$ cat src/rtl/lcdr_pkg.sv
package lcdr_pkg;
  localparam int SEG_W = 7;
  typedef logic [SEG_W-1:0] seg_pat_t;

  typedef struct packed {
    logic       hit;
    logic [3:0] digit;
  } dec_t;

  // bit6 = A ... bit0 = G
  function automatic dec_t match_digit(seg_pat_t p);
    dec_t d;
    d.hit = 1'b1;
    unique case (p)
      7'b1111110: d.digit = 4'd0;
      7'b0110000: d.digit = 4'd1;
      7'b1101101: d.digit = 4'd2;
      7'b1111001: d.digit = 4'd3;
      7'b0110011: d.digit = 4'd4;
      7'b1011011: d.digit = 4'd5;
      7'b1011111,
      7'b0011111: d.digit = 4'd6;
      7'b1110000: d.digit = 4'd7;
      7'b1111111: d.digit = 4'd8;
      7'b1111011,
      7'b1110011: d.digit = 4'd9;
      default: begin
        d.hit   = 1'b0;
        d.digit = 4'd0;
      end
    endcase
    return d;
  endfunction
endpackage

$ cat src/rtl/lcdr_sync.sv
module lcdr_sync #(
  parameter int W = 8
) (
  input  logic         clk_i,
  input  logic         rst_ni,
  input  logic [W-1:0] d_i,
  output logic [W-1:0] q_o
);
  logic [W-1:0] s1_q, s2_q;

  always_ff @(posedge clk_i or negedge rst_ni) begin
    if (!rst_ni) begin
      s1_q <= '0;
      s2_q <= '0;
    end else begin
      s1_q <= d_i;
      s2_q <= s1_q;
    end
  end

  assign q_o = s2_q;
endmodule

$ cat src/rtl/lcdr_sampler.sv
module lcdr_sampler
  import lcdr_pkg::*;
#(
  parameter int CNT_W = 8
) (
  input  logic             clk_i,
  input  logic             rst_ni,
  input  logic             bp_i,
  input  seg_pat_t         seg_i,
  input  logic [CNT_W-1:0] settle_i,
  output logic             smp_v_o,
  output seg_pat_t         smp_pat_o
);
  logic             bp_q, armed_q;
  logic [CNT_W-1:0] cnt_q;
  logic             bp_edge;

  assign bp_edge = bp_i ^ bp_q;

  always_ff @(posedge clk_i or negedge rst_ni) begin
    if (!rst_ni) begin
      bp_q      <= 1'b0;
      armed_q   <= 1'b0;
      cnt_q     <= '0;
      smp_v_o   <= 1'b0;
      smp_pat_o <= '0;
    end else begin
      bp_q    <= bp_i;
      smp_v_o <= 1'b0;
      if (bp_edge) begin
        // a pending sample is dropped here
        cnt_q   <= '0;
        armed_q <= 1'b1;
      end else if (armed_q) begin
        if (cnt_q == settle_i) begin
          smp_v_o   <= 1'b1;
          smp_pat_o <= seg_i ^ {SEG_W{bp_i}};
          armed_q   <= 1'b0;
        end else begin
          cnt_q <= cnt_q + 1'b1;
        end
      end
    end
  end
endmodule

$ cat src/rtl/lcdr_filter.sv
module lcdr_filter
  import lcdr_pkg::*;
#(
  parameter int STABLE_N = 3
) (
  input  logic     clk_i,
  input  logic     rst_ni,
  input  logic     smp_v_i,
  input  seg_pat_t smp_pat_i,
  output logic     acc_v_o,
  output seg_pat_t acc_pat_o
);
  localparam int RW = $clog2(STABLE_N + 1);
  localparam logic [RW-1:0] RUN_MAX = RW'(STABLE_N);

  seg_pat_t      cand_q;
  logic [RW-1:0] run_q, run_nxt;
  logic          same, saturated;

  assign same      = (smp_pat_i == cand_q);
  assign saturated = same && (run_q == RUN_MAX);

  always_comb begin
    if (!same)         run_nxt = RW'(1);
    else if (saturated) run_nxt = RUN_MAX;
    else               run_nxt = run_q + 1'b1;
  end

  always_ff @(posedge clk_i or negedge rst_ni) begin
    if (!rst_ni) begin
      cand_q    <= '0;
      run_q     <= '0;
      acc_v_o   <= 1'b0;
      acc_pat_o <= '0;
    end else begin
      acc_v_o <= 1'b0;
      if (smp_v_i) begin
        cand_q <= smp_pat_i;
        run_q  <= run_nxt;
        if (run_nxt == RUN_MAX && !saturated) begin
          acc_v_o   <= 1'b1;
          acc_pat_o <= smp_pat_i;
        end
      end
    end
  end
endmodule

$ cat src/rtl/lcd_digit_recover.sv
module lcd_digit_recover
  import lcdr_pkg::*;
#(
  parameter int CNT_W    = 8,
  parameter int STABLE_N = 3
) (
  input  logic             clk_i,
  input  logic             rst_ni,
  input  logic             bp_i,
  input  logic [6:0]       seg_i,
  input  logic [CNT_W-1:0] settle_i,
  output logic [3:0]       bcd_o,
  output logic             blank_o,
  output logic             invalid_o,
  output logic             update_o
);
  localparam int SYNC_W = SEG_W + 1;

  logic [SYNC_W-1:0] raw, synced;
  logic              smp_v, acc_v;
  seg_pat_t          smp_pat, acc_pat, acc_q;
  dec_t              dec;

  assign raw = {bp_i, seg_i};

  lcdr_sync #(.W(SYNC_W)) u_sync (
    .clk_i (clk_i),
    .rst_ni(rst_ni),
    .d_i   (raw),
    .q_o   (synced)
  );

  lcdr_sampler #(.CNT_W(CNT_W)) u_sampler (
    .clk_i    (clk_i),
    .rst_ni   (rst_ni),
    .bp_i     (synced[SYNC_W-1]),
    .seg_i    (synced[SEG_W-1:0]),
    .settle_i (settle_i),
    .smp_v_o  (smp_v),
    .smp_pat_o(smp_pat)
  );

  lcdr_filter #(.STABLE_N(STABLE_N)) u_filter (
    .clk_i    (clk_i),
    .rst_ni   (rst_ni),
    .smp_v_i  (smp_v),
    .smp_pat_i(smp_pat),
    .acc_v_o  (acc_v),
    .acc_pat_o(acc_pat)
  );

  assign dec = match_digit(acc_pat);

  always_ff @(posedge clk_i or negedge rst_ni) begin
    if (!rst_ni) begin
      acc_q     <= '0;
      bcd_o     <= 4'd0;
      blank_o   <= 1'b1;
      invalid_o <= 1'b0;
      update_o  <= 1'b0;
    end else begin
      update_o <= 1'b0;
      if (acc_v && acc_pat != acc_q) begin
        acc_q    <= acc_pat;
        update_o <= 1'b1;
        if (dec.hit) begin
          bcd_o     <= dec.digit;
          blank_o   <= 1'b0;
          invalid_o <= 1'b0;
        end else if (acc_pat == '0) begin
          blank_o   <= 1'b1;
          invalid_o <= 1'b0;
        end else begin
          blank_o   <= 1'b0;
          invalid_o <= 1'b1;
        end
      end
    end
  end
endmodule

$ cat config.mk
export PLATFORM = sky130hd
export DESIGN_NAME = lcd_digit_recover
export DESIGN_NICKNAME = d
export VERILOG_FILES = /design/src/rtl/lcdr_pkg.sv /design/src/rtl/lcdr_sync.sv /design/src/rtl/lcdr_sampler.sv /design/src/rtl/lcdr_filter.sv /design/src/rtl/lcd_digit_recover.sv
export SDC_FILE = /design/constraint.sdc
export NUM_CORES = 1
export LEC_CHECK = 0
export BUFFER_PORTS_ARGS = -buffer_cell sky130_fd_sc_hd__buf_2
export CORE_MARGIN = 2
export CORE_UTILIZATION = 45
export CTS_CLUSTER_SIZE = 40
export DETAILED_ROUTE_END_ITERATION = 12
export GPL_TIMING_DRIVEN = 0
export PLACE_DENSITY_LB_ADDON = 0.12
export SLEW_MARGIN = 15
export SYNTH_ARGS = -nofsm -noshare
export SYNTH_HDL_FRONTEND = slang
export SYNTH_HIERARCHICAL = 1
export SYNTH_SLANG_ARGS = --single-unit
$ cat constraint.sdc
create_clock -name clk_i -period 3.8 [get_ports clk_i]
set_clock_uncertainty 0.1 [all_clocks]
set_input_delay 0.19 -clock clk_i [delete_from_list [all_inputs] [get_ports clk_i]]
set_output_delay 0.19 -clock clk_i [all_outputs]
set_load 0.02 [all_outputs]
# Word-level counts from Yosys, hierarchy flattened

Index checks and enable logic that the tools add are counted.
Widths: inputs -> output; s select.

Logic and storage cells: 72
Output and inout bits: 7
Register bits after elaboration: 65
Input bits: 18

Add/subtract/negate cells: 2
Bitwise gates (word level): 3
Mux-type cells: 20
Reduce and logical (&&, ||, !) cells: 13
Equality and inequality tests: 18

Operators by type and width:

| kind                | count |
|---|---|
| $eq 7x7->1 const B  | 9 |
| $pmux 4 s9          | 1 |
| $mux 8              | 3 |
| $eq 7x6->1 const B  | 2 |
| $mux 1              | 14 |
| $reduce_or 12->1    | 1 |
| $add 8x1->8 const B | 1 |
| $eq 8x8->1          | 1 |
| $eq 7x5->1 const B  | 1 |
| $eq 7x7->1          | 1 |
| $logic_not 7->1     | 1 |
| $ne 7x7->1          | 1 |
| $xor 7x7->7         | 1 |
| $reduce_and 2->1    | 3 |
| $eq 2x2->1 const B  | 2 |
| $mux 2              | 2 |
| $reduce_or 2->1     | 2 |
| $logic_and 1x1->1   | 3 |
| $reduce_and 3->1    | 1 |
| $add 2x1->2 const B | 1 |
| $ne 2x1->1 const B  | 1 |
| $reduce_bool 2->1   | 1 |
| $logic_not 1->1     | 1 |
| $not 1->1           | 1 |
| $xor 1x1->1         | 1 |

# Logic depth before layout (Yosys ltp)

Gate-level depths: netlist (run 1).

Depth in word-level cells: 8
Gate-level depth with buffers: 8
Depth with buffers taken out: 5

# Cells and area by module

Netlist (run 1), hierarchy kept.

By module, submodules not included:

| module            | cells an instance | times used | area each (um2) | sequential area each (um2) |
|---|---|---|---|---|
| lcdr_sampler      | 119               | 1          | 1151.1          | 450.4 |
| lcd_digit_recover | 82                | 1          | 895.9           | 351.6 |
| lcdr_filter       | 51                | 1          | 738.2           | 425.4 |
| lcdr_sync         | 16                | 1          | 400.4           | 400.4 |

# Worst setup path after synthesis (run 1)

OpenSTA, ideal clock, no wires.

Kind: register -> register
Start point: reg u_filter.run_q[0]
End point: reg u_filter.acc_pat_o[0]
Required time: 3575 ps
Clock period less this slack: 2084 ps
Slack: 1716 ps
Arrival: 1859 ps
Buffers on the path: 0
Library setup time: 125 ps
Stages on the path, launching flop included: 6
Path through: dfrtp_1 > ha_1 > nand2b_1 > or4b_1 > nor3_4 > mux2_2

Longest elaborated chain between the ends: 7
Elaborated cells on any way between the ends: 9
Those cells by class: 1 x add/sub; 2 x eq/ne; 2 x mux; 4 x reduce/logical

Ends and longest elaborated chain:

| element                                             | line              | text |
|---|---|---|
| start, declared                                     | lcdr_filter.sv:17 | `logic [RW-1:0] run_q, run_nxt;` |
| start signal, assigned                              | lcdr_filter.sv:39 | `run_q <= run_nxt;` |
| branches (longest 5 deep; another with $add 2x1->2) | -                 |  |
| $logic_and 1x1->1 *                                 | lcdr_filter.sv:40 | `if (run_nxt == RUN_MAX && !saturated) begin` |
| $reduce_and 2->1 (no line) *                        | -                 |  |
| end signal, assigned                                | lcdr_filter.sv:42 | `acc_pat_o <= smp_pat_i;` |
| end, declared                                       | lcdr_filter.sv:11 | `output seg_pat_t acc_pat_o` |

Every way passes the cells marked *.
A chain may end at the register's enable or synchronous reset.

# Final worst setup path (run 1)

Start point: reg u_filter.run_q[0]
End point: reg u_filter.acc_pat_o[4]

Same word-level chain as after synthesis.

==> impl_metrics.json, run 1 <==
{
  "cp_max_fo": 8,
  "wl_per_cell_um": 13.4,
  "num_io_pins": 25,
  "core_sq_um": 6830,
  "synth.ff_latch_count": 65,
  "p_per_area_nw_per_um2": 379,
  "slew_headroom_pct": 67.3,
  "status": "finished, final reports clean",
  "synthesis.nets": 288,
  "viasPerCell": 5.18,
  "swShare_pct": 23.7,
  "hp-class": "in -> async",
  "num_rows": 30,
  "ys_types": 52,
  "syn-cell-area_sq_um": 3190,
  "power_frac_clock_pct": 37.7,
  "drive_above_1_share_pct": 26.8,
  "leakage_nw": 1.70,
  "crit_path_start_kind": "flip-flop",
  "crit_chain": "ha_1, nand2b_1, or4b_1, nor3_4, mux2_2",
  "setup_tns_ps": 0,
  "h-tree-depth": 3,
  "drtIter0Drc": 71,
  "post-dp-hpwl_mm": 3.91,
  "cts_buffers": 9,
  "clk_pin_slew_worst_paths_ps": 70,
  "fill_cells": 629,
  "syn_to_final_growth_pct": 17.0,
  "critPathArrivalTime_ps": 2360,
  "whs_ps": 157,
  "setup_viol": 0,
  "cts-root-buf": "clkbuf_8",
  "syn_avg_cell_area_sq_um": 11.9,
  "comb_power_share_pct": 9.2,
  "start_util_pct": 46.6,
  "cts_resized": 0,
  "clk_latency_ps": 340,
  "cpMaxStageDelayCell": "or4b_1",
  "synthCells": 268,
  "yosysSeqAreaShare_pct": 51.1,
  "synth_edf_count": 0,
  "port_buffers": 24,
  "antennaDiodeCount": 0,
  "min_period_over_period_pct": 58.9,
  "p_switching_uw": 335,
  "grt-ovfl-total": 0,
  "worst-setup-path-type": "reg -> reg",
  "gp_congestion": 0.782,
  "grt_max_degree": 50,
  "path_buf_inv": 0,
  "fmax_mhz": 447,
  "rsz0062_at_grt": "false",
  "grt_usage_pct": 16.8,
  "cap_viol_max_count": 0,
  "critPathMaxStageDelay_ps": 520,
  "ant_nets": 0,
  "grt_pass1_vias": 2130,
  "vias": 2139,
  "ys.flop_type": "dfrtp_1",
  "total_power_mw": 1.41,
  "cts.sinks": 65,
  "final_hold_viol_count": 0,
  "post-route-min-period_ps": 2240,
  "dieWidth_um": 88.1,
  "worstPathRequired_ps": 3920,
  "die_h_um": 88.1,
  "crit_path_end_kind": "flip-flop",
  "first_pass_iters": 4,
  "ir_drop_mv": 0.212,
  "maxSlewViolCount": 0,
  "grt_pass1_wl_mm": 9.89,
  "nNetsFinal": 333,
  "share_seq_of_total_power_pct": 53.1,
  "async_reset_ff_share_pct": 100,
  "yosys_warnings": 6,
  "worstMarginPinSlew_ps": 490,
  "path_delay_family": "simple AND/OR/NAND/NOR gates",
  "grt_antenna_before_repair": 0,
  "totalWireLength_mm": 5.54,
  "p_int_mw": 1.08,
  "cts_tree": "done",
  "dieArea_sq_um": 7770,
  "drc": 0,
  "clock_path_buffers": 2
}
-- final cells by class --
type                       instances  area [sq um]  area share, %
buffer                            19           151           4.06
clock buffer                      13           169           4.53
clock inverter                     2          12.5          0.336
inverter                          11          41.3           1.11
multi-input combinational        173          1370           36.6
sequential                        65          1630           43.7
tap                               96           120           3.22
timing repair buffer              34           240           6.45
-- metal layers --
metal / vias up / routed length (um) / track usage (%) / part of all wire, %
met1: 1044 / 2530 / 20.0 / 46
li1: 1048 / - / - / -
met3: 10 / 203 / 5.37 / 3.7
met4: 0 / 91 / 6.61 / 1.6
met5: - / 0 / 0 / 0
met2: 37 / 2710 / 28.4 / 49
-- state kept, by name, indices dropped and copies added, names as in the netlist, 2 cells and up --
signal               flops
acc_q                    7
bcd_o                    4
u_filter/acc_pat_o       7
u_filter/cand_q          7
u_filter/run_q           2
u_sampler/cnt_q          8
u_sampler/smp_pat_o      7
u_sync/q_o               8
u_sync/s1_q              8
-- power groups by stage --
| stage | Combinational [mW] | Clock (mW) | Sequential (mW) |
|---|---|---|---|
| after CTS | 0.133 | 0.557 | 0.750 |
| after detailed placement | 0.125 | 0 | 0.763 |
| after global routing | 0.147 | 0.580 | 0.754 |
| final | 0.130 | 0.533 | 0.750 |
| after floorplan | 0.0857 | 0 | 0.757 |
| after global placement | 0.120 | 0 | 0.761 |
-- logic make-up after synthesis --
kind of cell	count (synthesis)	synth area share [%]
XOR/XNOR	26	7.38
adder cells (fa/ha/maj)	3	1.10
flip-flops	65	51.1
AND/OR/NAND/NOR	69	14.1
buffers and inverters	30	6.05
AO/OA/AOI/OAI	48	10.8
multiplexers	27	9.47
-- what timing repair did --
item / CTS / global route
setup buffers: 0 / 0
hold endpoints to repair: 73 / 0
hold buffers: 9 / 0
endpoints found under the setup margin: 0 / 0
-- Yosys cell counts (2+ instances only) --
| cell type | n | area (sq um) |
|---|---|---|
| and2_1 | 4 | 25.0 |
| nand4_1 | 6 | 37.5 |
| nor3_1 | 3 | 15.0 |
| xnor2_1 | 13 | 114 |
| o21ai_2 | 2 | 17.5 |
| or3b_1 | 2 | 17.5 |
| xor2_1 | 12 | 105 |
| o21ai_0 | 6 | 30.0 |
| mux2i_1 | 2 | 20.0 |
| nand2b_1 | 5 | 31.3 |
| a31oi_1 | 8 | 50.1 |
| or3_1 | 3 | 18.8 |
| nand3_1 | 3 | 15.0 |
| mux2_1 | 3 | 33.8 |
| nor3b_1 | 2 | 15.0 |
| inv_1 | 11 | 41.3 |
| dfrtp_1 | 64 | 1600 |
| mux2_2 | 22 | 248 |
| nor2_1 | 9 | 33.8 |
| clkbuf_1 | 7 | 26.3 |
| a41oi_1 | 7 | 61.3 |
| buf_6 | 8 | 90.1 |
| nor4_1 | 3 | 18.8 |
| buf_2 | 3 | 15.0 |
| o211ai_1 | 7 | 52.6 |
| ha_1 | 2 | 25.0 |
| a21oi_1 | 10 | 50.1 |
| nand4b_1 | 7 | 61.3 |
| nand2_1 | 11 | 41.3 |
-- metrics by stage --
step	util, %	setup WS [ps]	cells	area [sq um]
after floorplan	-	1720	268	3190
after global placement	50.1	1580	388	3430
after detailed placement	50.6	1560	389	3460
after CTS	54.6	1550	413	3730
after global routing	54.6	1460	413	3730
final	54.6	1560	413	3730
-- final timing paths --
kind	start	slack, ps	to	cells past startpoint
min in group clk_i	u_sync/s1_q[3]	250	u_sync/q_o[3]	0
worst min-delay path	rst_ni	160	u_filter/run_q[0]	2
worst max register to register	u_filter/run_q[0]	1560	u_filter/acc_pat_o[4]	5
worst max-delay path	u_filter/run_q[0]	1560	u_filter/acc_pat_o[4]	5
max in group asynchronous	rst_ni	2930	u_sync/s1_q[7]	3
worst min register to register	u_sync/s1_q[3]	250	u_sync/q_o[3]	0
-- cell usage in the layout, fill, tap and decap left out, drive strengths merged, types with 2 or more instances in the layout --
cell type	instances
dfrtp	64
buf	37
mux2	25
clkbuf	20
xnor2	13
xor2	13
inv	11
nand2	11
a21oi	11
nor2	10
dlygate4sd3	9
o21ai	9
a31oi	8
nand4b	7
a41oi	7
o211ai	7
nand4	6
nand2b	5
nor4	5
and2	4
nor3	4
nand3	3
or3	3
mux2i	2
or3b	2
nor3b	2
ha	2
o41ai	2
(Power assumes the default switching activity.)
==> run 2, diff against run 1 <==
--- a/config.mk
+++ b/config.mk
@@ -5,6 +5,7 @@
 export SDC_FILE = /design/constraint.sdc
 export NUM_CORES = 1
 export LEC_CHECK = 0
+export ABC_AREA = 1
 export BUFFER_PORTS_ARGS = -buffer_cell sky130_fd_sc_hd__buf_2
 export CORE_MARGIN = 2
 export CORE_UTILIZATION = 45
==> constraint.sdc (replaced) <==
create_clock -name clk_i -period 1.9 [get_ports clk_i]
set_clock_uncertainty 0.1 [all_clocks]
set_input_delay 0.095 -clock clk_i [delete_from_list [all_inputs] [get_ports clk_i]]
set_output_delay 0.095 -clock clk_i [all_outputs]
set_load 0.02 [all_outputs]
==> run 2 against run 1 <==
Effect of this change:
- highest routed layer unchanged
- critical endpoint is now u_filter/acc_pat_o[6]
- final cell count grew 33%
- sequential share of layout area down 2.4 points
- synthesized area up 6.0%
==> impl_metrics.json, run 2 <==
{
  "post-dp-hpwl_mm": 4.41,
  "cts_resized": 0,
  "worstMarginPinSlew_ps": 411,
  "cts_tree": "done",
  "synthCells": 401,
  "synth_most_common_cell": "nand2_1",
  "status": "finished, final reports clean",
  "finalWorstSetupSlack_ps": 297,
  "grt-ovfl-total": 0,
  "clk_pin_slew_worst_paths_ps": 80,
  "dp_slack_ps": 307,
  "cpMaxStageDelayCell": "dfrtp_1",
  "nNetsFinal": 466,
  "path_delay_family": "simple AND/OR/NAND/NOR gates",
  "post-route-min-period_ps": 1600,
  "final_hold_viol_count": 0,
  "drtIter0Drc": 81,
  "crit_chain": "inv_1, nand2_1, nand2_1, nor2_2, nand2_2, nor2_4, nand3_4, nor2_8, nand2_1, nand2_1",
  "total_power_mw": 2.94,
  "antennaDiodeCount": 0,
  "totalWireLength_mm": 6.17,
  "die_h_um": 90.6,
  "yosysSeqAreaShare_pct": 48.2,
  "leakage_nw": 2.02,
  "viasPerCell": 4.68,
  "final_cell_mix": "nand2_1 (131), dfrtp_1 (64), inv_1 (40), nor2_1 (29), nand3_1 (27)",
  "yosys.area.top_type_share_pct": 47.4,
  "fmax_mhz": 624,
  "synth_area_leaders": "dfrtp_1 (47%), nand2_1 (15%), inv_1 (4.4%)",
  "ys_types": 32,
  "gp_congestion": 0.867,
  "first_pass_iters": 4,
  "setup_tns_ps": 0,
  "syn_avg_cell_area_sq_um": 8.42,
  "yosys.area.top_type": "dfrtp_1",
  "worst-setup-path-type": "reg -> reg",
  "grt_pass1_vias": 2471,
  "synth_common_cells": "nand2_1 (131), dfrtp_1 (64), inv_1 (40)",
  "cts-root-buf": "clkbuf_8",
  "num_rows": 31,
  "cts.sinks": 65,
  "dieWidth_um": 90.6,
  "synth_edf_count": 0,
  "hp-class": "in -> async",
  "num_io_pins": 25,
  "slew_headroom_pct": 72.6,
  "start_util_pct": 46.5,
  "synthesis.nets": 421,
  "cp_max_fo": 8,
  "yosys_warnings": 6,
  "h-tree-depth": 3,
  "final_common_cell": "nand2_1",
  "dieArea_sq_um": 8210,
  "setup_viol": 0,
  "crit_path_start_kind": "flip-flop",
  "p_per_area_nw_per_um2": 746,
  "grt_max_degree": 50,
  "async_reset_ff_share_pct": 100,
  "clk_latency_ps": 340,
  "min_period_over_period_pct": 84.4,
  "critPathMaxStageDelay_ps": 460,
  "cts_buffers": 9,
  "synth.ff_latch_count": 65,
  "worstPathRequired_ps": 2070,
  "wl_per_cell_um": 11.2,
  "core_sq_um": 7250,
  "grt_usage_pct": 16.6,
  "ys.flop_type": "dfrtp_1",
  "grt_pass1_wl_mm": 10.9,
  "drive_above_1_share_pct": 21.3,
  "ant_nets": 0,
  "maxSlewViolCount": 0,
  "crit_path_end_kind": "flip-flop",
  "clock_path_buffers": 2,
  "grt_antenna_before_repair": 0,
  "crit_top_cell": "nand2_1",
  "ir_drop_mv": 0.526,
  "port_buffers": 24,
  "syn_to_final_growth_pct": 16.9,
  "syn-cell-area_sq_um": 3380,
  "drc": 0,
  "path_buf_inv": 1,
  "critPathArrivalTime_ps": 1770,
  "rsz0062_at_grt": "false",
  "vias": 2574,
  "cap_viol_max_count": 0
}
run 2: worst paths after layout:
check,to,slack (ps),startpoint,cells after the start
max,u_filter/acc_pat_o[6],300,u_sampler/smp_pat_o[3],10
min,invalid_o,70,rst_ni,2
max reg2reg,u_filter/acc_pat_o[6],300,u_sampler/smp_pat_o[3],10
min reg2reg,u_sync/q_o[4],250,u_sync/s1_q[4],0
max in group asynchronous,u_filter/acc_v_o,1110,rst_ni,3
min in group clk_i,u_sampler/smp_pat_o[6],160,settle_i[3],7
run 2: through the flow:
step / instance area, sq um / utilization, % / cells / hold WS, ps
6_report: 3950 / 54.4 / 550 / 74.4
5_1_grt: 3950 / 54.4 / 550 / 83.9
3_3_place_gp: 3620 / 49.9 / 524 / 103
4_1_cts: 3950 / 54.4 / 550 / 54.9
3_5_place_dp: 3650 / 50.3 / 525 / -111
2_1_floorplan: 3380 / - / 401 / -301
run 2: area by class of cell:
cell class                 instances  area (sq um)
fill                             693          3310
sequential                        65          1630
multi-input combinational        282          1480
timing repair buffer              34           240
inverter                          47           181
clock buffer                       9           124
tap                               99           124
buffer                             7          90.1
clock inverter                     7          82.6
run 2: cells by family (layout without fill, tap and decap cells):
| group | count (synthesis) | after routing | synth area share, % |
|---|---|---|---|
| AO/OA/AOI/OAI | 34 | 34 | 6.00 |
| AND/OR/NAND/NOR | 229 | 229 | 32.5 |
| buffers and inverters | 54 | 104 | 8.04 |
| adder cells (fa/ha/maj) | 2 | 2 | 0.741 |
| flip-flops | 65 | 65 | 48.2 |
| XOR/XNOR | 16 | 16 | 4.15 |
| multiplexers | 1 | 1 | 0.334 |
run 2: repair_timing:
| action | CTS | global route |
|---|---|---|
| hold endpoints to repair | 73 | 0 |
| hold buffers | 9 | 0 |
| buffers inserted | 0 | 0 |
run 2: power breakdown:
part | internal (mW) | switching (mW)
combinational | 0.112 | 0.155
sequential | 1.42 | 0.0340
clock | 0.628 | 0.595
run 2: routing by layer:
layer / GRT usage, % / vias to the layer above / part of all wire (%)
li1: - / 1336 / -
met1: 19.8 / 1182 / 46
met2: 28.2 / 43 / 49
met3: 3.84 / 13 / 3.2
met4: 7.69 / 0 / 2.3
met5: 0 / - / 0
